`config.mk`:
```
export PLATFORM = sky130hd
export DESIGN_NAME = hs4_bus_sender
export DESIGN_NICKNAME = d
export VERILOG_FILES = /design/src/rtl/hs4_pkg.sv /design/src/rtl/hs4_sync.sv /design/src/rtl/hs4_word_hold.sv /design/src/rtl/hs4_fsm.sv /design/src/rtl/hs4_bus_sender.sv
export SDC_FILE = /design/constraint.sdc
export NUM_CORES = 1
export LEC_CHECK = 0
export BUFFER_PORTS_ARGS = -buffer_cell sky130_fd_sc_hd__buf_4
export CAP_MARGIN = 15
export CORE_MARGIN = 2
export CORE_UTILIZATION = 30
export DETAILED_ROUTE_END_ITERATION = 10
export PLACE_DENSITY_LB_ADDON = 0.1
export SLEW_MARGIN = 20
export SYNTH_ARGS = -nofsm -noshare
export SYNTH_HDL_FRONTEND = slang
export SYNTH_SLANG_ARGS = --single-unit
```
`constraint.sdc`:
```
create_clock -name clk -period 2.7 [get_ports clk]
set_input_delay 0.27 -clock clk [delete_from_list [all_inputs] [get_ports clk]]
set_output_delay 0.27 -clock clk [all_outputs]
set_load 0.05 [all_outputs]
```
`src/rtl/hs4_pkg.sv`:
```
package hs4_pkg;

    typedef enum logic [2:0] {
        ST_IDLE  = 3'd0,
        ST_ARM   = 3'd1,
        ST_OFFER = 3'd2,
        ST_WRITE = 3'd3,
        ST_SENT  = 3'd4,
        ST_ABORT = 3'd5
    } hs4_state_t;

endpackage

```
`src/rtl/hs4_sync.sv`:
```
module hs4_sync #(
    parameter int STAGES = 2
) (
    input  logic clk,
    input  logic rst_n,
    input  logic d_async,
    output logic q_sync
);
    localparam int LAST = STAGES - 1;

    logic [LAST:0] chain;

    generate
        for (genvar i = 0; i < STAGES; i++) begin : g_stage
            if (i == 0) begin : g_first
                always_ff @(posedge clk) begin
                    if (!rst_n) chain[0] <= 1'b0;
                    else        chain[0] <= d_async;
                end
            end else begin : g_next
                always_ff @(posedge clk) begin
                    if (!rst_n) chain[i] <= 1'b0;
                    else        chain[i] <= chain[i-1];
                end
            end
        end
    endgenerate

    assign q_sync = chain[LAST];
endmodule

```
`src/rtl/hs4_word_hold.sv`:
```
module hs4_word_hold #(
    parameter int DATA_W = 32
) (
    input  logic              clk,
    input  logic              rst_n,
    input  logic              load,
    input  logic [DATA_W-1:0] d,
    output logic [DATA_W-1:0] q
);
    always_ff @(posedge clk) begin
        if (!rst_n)    q <= '0;
        else if (load) q <= d;
    end
endmodule

```
`src/rtl/hs4_fsm.sv`:
```
module hs4_fsm
    import hs4_pkg::*;
(
    input  logic clk,
    input  logic rst_n,
    input  logic dest_bus,
    input  logic word_valid,
    input  logic ser_free,
    input  logic req_s,
    input  logic dn_ready,
    output logic capture,
    output logic flag,
    output logic write,
    output logic err
);
    hs4_state_t state, state_nx;

    always_comb begin
        state_nx = state;
        unique case (state)
            ST_IDLE:  if (word_valid && dest_bus) state_nx = ST_ARM;
            ST_ARM:   if (ser_free && req_s)      state_nx = ST_OFFER;
            ST_OFFER: begin
                if (!req_s)        state_nx = ST_ABORT;
                else if (dn_ready) state_nx = ST_WRITE;
            end
            ST_WRITE: state_nx = ST_SENT;
            ST_SENT:  if (!req_s) state_nx = ST_IDLE;
            ST_ABORT: state_nx = ST_ARM;
            default:  state_nx = ST_IDLE;
        endcase
    end

    always_ff @(posedge clk) begin
        if (!rst_n) state <= ST_IDLE;
        else        state <= state_nx;
    end

    always_comb begin
        capture = 1'b0;
        flag    = 1'b0;
        write   = 1'b0;
        err     = 1'b0;
        unique case (state)
            ST_IDLE:  capture = word_valid && dest_bus;
            ST_ARM:   ;
            ST_OFFER: flag = 1'b1;
            ST_WRITE: begin
                flag  = 1'b1;
                write = 1'b1;
            end
            ST_SENT:  flag = 1'b1;
            ST_ABORT: err = 1'b1;
            default:  ;
        endcase
    end
endmodule

```
`src/rtl/hs4_bus_sender.sv`:
```
module hs4_bus_sender #(
    parameter int DATA_W      = 32,
    parameter int SYNC_STAGES = 2
) (
    input  logic              clk,
    input  logic              rst_n,
    input  logic              dest_bus,
    input  logic [DATA_W-1:0] word_in,
    input  logic              word_valid,
    input  logic              ser_free,
    input  logic              rdr_req_async,
    input  logic              dn_ready,
    output logic              snd_flag,
    output logic              wr_stb,
    output logic [DATA_W-1:0] wr_data,
    output logic              proto_err
);
    logic req_s;
    logic capture;

    hs4_sync #(.STAGES(SYNC_STAGES)) u_sync (
        .clk     (clk),
        .rst_n   (rst_n),
        .d_async (rdr_req_async),
        .q_sync  (req_s)
    );

    hs4_word_hold #(.DATA_W(DATA_W)) u_hold (
        .clk   (clk),
        .rst_n (rst_n),
        .load  (capture),
        .d     (word_in),
        .q     (wr_data)
    );

    hs4_fsm u_fsm (
        .clk        (clk),
        .rst_n      (rst_n),
        .dest_bus   (dest_bus),
        .word_valid (word_valid),
        .ser_free   (ser_free),
        .req_s      (req_s),
        .dn_ready   (dn_ready),
        .capture    (capture),
        .flag       (snd_flag),
        .write      (wr_stb),
        .err        (proto_err)
    );
endmodule

```
==> flow_metrics.env <==
export IMPL_clock_skew_ps=1.211
export IMPL_fin_nets=278
export IMPL_arrival_ps=1420
export IMPL_drt_wl_total_mm=3.367
export IMPL_clock_root_buffer="clkbuf_8"
export IMPL_cts_tree="built"
export IMPL_p_comb_frac=0.208
export IMPL_maxSlewHeadroom=0.6329
export IMPL_design_area_um2=2202
export IMPL_swShare=0.2849
export IMPL_hold_class="input pin to flop"
export IMPL_ant_nets=0
export IMPL_grt_use_total=0.1258
export IMPL_yosysUniqueCellTypes=20
export IMPL_ys_seq_elements=37
export IMPL_p_leak_nw=0.9977
export IMPL_max_freq_mhz=591.1
export IMPL_cp_max_fo=9
export IMPL_insertedDiodeCount=0
export IMPL_postCtsSetupRepairBufs=0
export IMPL_clock_path_buffers=2
export IMPL_switchingPower_w=0.0003499
export IMPL_h_tree_depth=2
export IMPL_tns_ps=0
export IMPL_dpl_cell_area_um2=2116
export IMPL_crit_type="flop to output pin"
export IMPL_power_frac_seq=0.482
export IMPL_cts_hold_buf=0
export IMPL_drc=0
export IMPL_numClockSinks=37
export IMPL_ys_flop_type="dfxtp_1"
export IMPL_first_global_vias=1228
export IMPL_syn_nets=209
export IMPL_syn_to_final_growth_pct=42.28
export IMPL_fin_crit_ps=1692
export IMPL_peakVddDrop_v=0.0002419
export IMPL_required_ps=2430
export IMPL_slowest_delay_ps=500
export IMPL_rr_worst_depth=3
export IMPL_gp_congestion=0.7360
export IMPL_numCtsBuffers=5
export IMPL_synth_compound_area_share=0.02587
export IMPL_synthCells=170
export IMPL_synth_seq_area_share=0.4786
export IMPL_syn_area_per_cell_um2=9.104
export IMPL_antenna_found_initial=0
export IMPL_grt_max_degree=42
export IMPL_wl_per_cell_um=10.90
export IMPL_fin_total_pwr_w=0.001228
export IMPL_syn_cell_area_um2=1548
export IMPL_fp_coreArea_um2=5042
export IMPL_dp_hpwl_mm=2.335
export IMPL_synth_edf_count=0
export IMPL_end_kind="output pin"
export IMPL_status="finished, final reports clean"
export IMPL_dr_pass1_iters=2
export IMPL_slowest_stage="dfxtp_1"
export IMPL_synth_top_family_by_area="simple AND/OR/NAND/NOR gates"
export IMPL_drv_cap=0
export IMPL_synthXorXnorAreaFrac=0
export IMPL_yosys_warnings=0
export IMPL_via_per_inst=4.204
export IMPL_detail_route_iter0_violations=51
export IMPL_slew_violations=0
export IMPL_cts_resized_gates=0
export IMPL_fillers=529
export IMPL_grt_setup_unrepaired="no"
export IMPL_clkTransAtPathRegs_ps=70
export IMPL_final_layout_size_suffix_gt1_frac=0.3598
export IMPL_yosys_top_cells_count="68 x nand2_1, 37 x dfxtp_1, 32 x mux2i_1, 6 x clkbuf_1, 4 x buf_6"
export IMPL_p_clk_frac=0.310
export IMPL_yosys_area_share_simple=0.2352
export IMPL_rows=26
export IMPL_crit_chain="and2b_2 -> a21o_2 -> buf_4"
export IMPL_p_int_w=0.0008781
export IMPL_powerDensity_nw_per_um2=557.6
export IMPL_grt_overflow_total=0
export IMPL_worstSkewPairLatency_ps=280
export IMPL_synth_top_area_frac=0.4786
export IMPL_grt_pass1_wl_mm=5.347
export IMPL_cp_start_kind="flop"
export IMPL_fin_crit_sh=0.6266
export IMPL_synthMuxAreaShare=0.2070
export IMPL_dieArea_um2=5749
export IMPL_start_util=0.3069
export IMPL_synth_largest_area_cell="dfxtp_1"
export IMPL_finalSetupViolCount=0
export IMPL_dr_total_vias=1299
export IMPL_die_w_um=75.83
export IMPL_async_flop_share=0
export IMPL_yosysMostFrequentCell="nand2_1"
export IMPL_dieHeight_um=75.83
export IMPL_synthAdderAreaFrac=0
export IMPL_finalHoldViolCount=0
export IMPL_worstMarginPinSlew_ps=550.7
export IMPL_worstHoldPathCells=2
export IMPL_place_port_buffers=73
export IMPL_synthTopCellsByArea="dfxtp_1 48%, mux2i_1 21%, nand2_1 16%, buf_6 2.9%, clkbuf_1 1.5%"
export IMPL_io_pins=74
-- critical path: cells and delay by family (launching register included) --
family                 cells  cell delay (ps)
AOI/OAI and AO/OA          1              190
buffers and inverters      1              180
DFF                        1              500
and+or+nand+nor            1              270
-- metal layers --
metal	vias up	GRT usage	wire length [µm]	share of wire
li1	685	-	-	-
met1	567	0.1441	1464	0.43
met2	39	0.1944	1569	0.47
met3	8	0.05291	259	0.077
met4	0	0.07602	73	0.022
met5	-	0	0	0
-- sequential cells by signal, summed over array words and instances (netlist names) --
| name | flops |
|---|---|
| u_fsm.state | 3 |
| u_sync.q_sync | 1 |
| u_hold.q | 32 |
| u_sync.chain | 1 |
-- cell type report --
| type | count | area (µm²) | share of cell area |
|---|---|---|---|
| timing repair buffer | 75 | 563.0 | 0.2557 |
| tap | 70 | 87.58 | 0.03977 |
| clock buffer | 7 | 86.33 | 0.03920 |
| multi-input combinational | 120 | 724.4 | 0.3290 |
| sequential | 37 | 740.7 | 0.3364 |
-- cell families (layout without fill, tap and decap cells) --
family / count (synthesis) / count (layout)
and+or+nand+nor: 82 / 82
DFF: 37 / 37
muxes: 32 / 32
buffers and inverters: 13 / 82
AOI/OAI and AO/OA: 6 / 6
-- final timing paths --
path	slack, ps	startpoint	to
setup / recovery	1010	u_fsm.state[2]	snd_flag
hold / removal	200	rdr_req_async	u_sync.chain[0]
setup reg to reg	1180	u_fsm.state[2]	u_hold.q[12]
hold reg to reg	440	u_sync.chain[0]	u_sync.q_sync
-- layout by cell type (no fill, tap or decap) --
cell / count
a21o_2: 1
a21oi_1: 2
a32oi_1: 1
and2_1: 2
and2_2: 1
and2b_2: 1
and4bb_2: 1
buf_4: 75
clkbuf_1: 1
clkbuf_8: 6
dfxtp_1: 37
mux2i_1: 32
nand2_1: 68
nand2b_1: 1
nor2_1: 3
nor2b_1: 3
nor4_4: 1
o211ai_1: 1
o21ai_1: 1
or4b_1: 1
-- power by group through the flow --
stage	sequential [W]	clock [W]	combinational (W)
2_1_floorplan	0.000691	0	0.0000792
3_3_place_gp	0.000605	0	0.000258
3_5_place_dp	0.000604	0	0.000259
4_1_cts	0.000592	0.000403	0.000259
5_1_grt	0.000595	0.000425	0.000274
6_report	0.000592	0.000381	0.000256
-- per-stage QoR --
| step | cells | hold WS (ps) | setup slack [ps] | util |
|---|---|---|---|---|
| after floorplan | 170 | 397.3 | 1268 | - |
| after global placement | 302 | 415.0 | 1188 | 0.4196 |
| after detailed placement | 302 | 422.3 | 1185 | 0.4196 |
| after CTS | 309 | 185.2 | 992.5 | 0.4367 |
| after global routing | 309 | 191.9 | 931.9 | 0.4367 |
| final | 309 | 198.6 | 1008 | 0.4367 |
No activity file was read; power rests on OpenSTA's default activity.
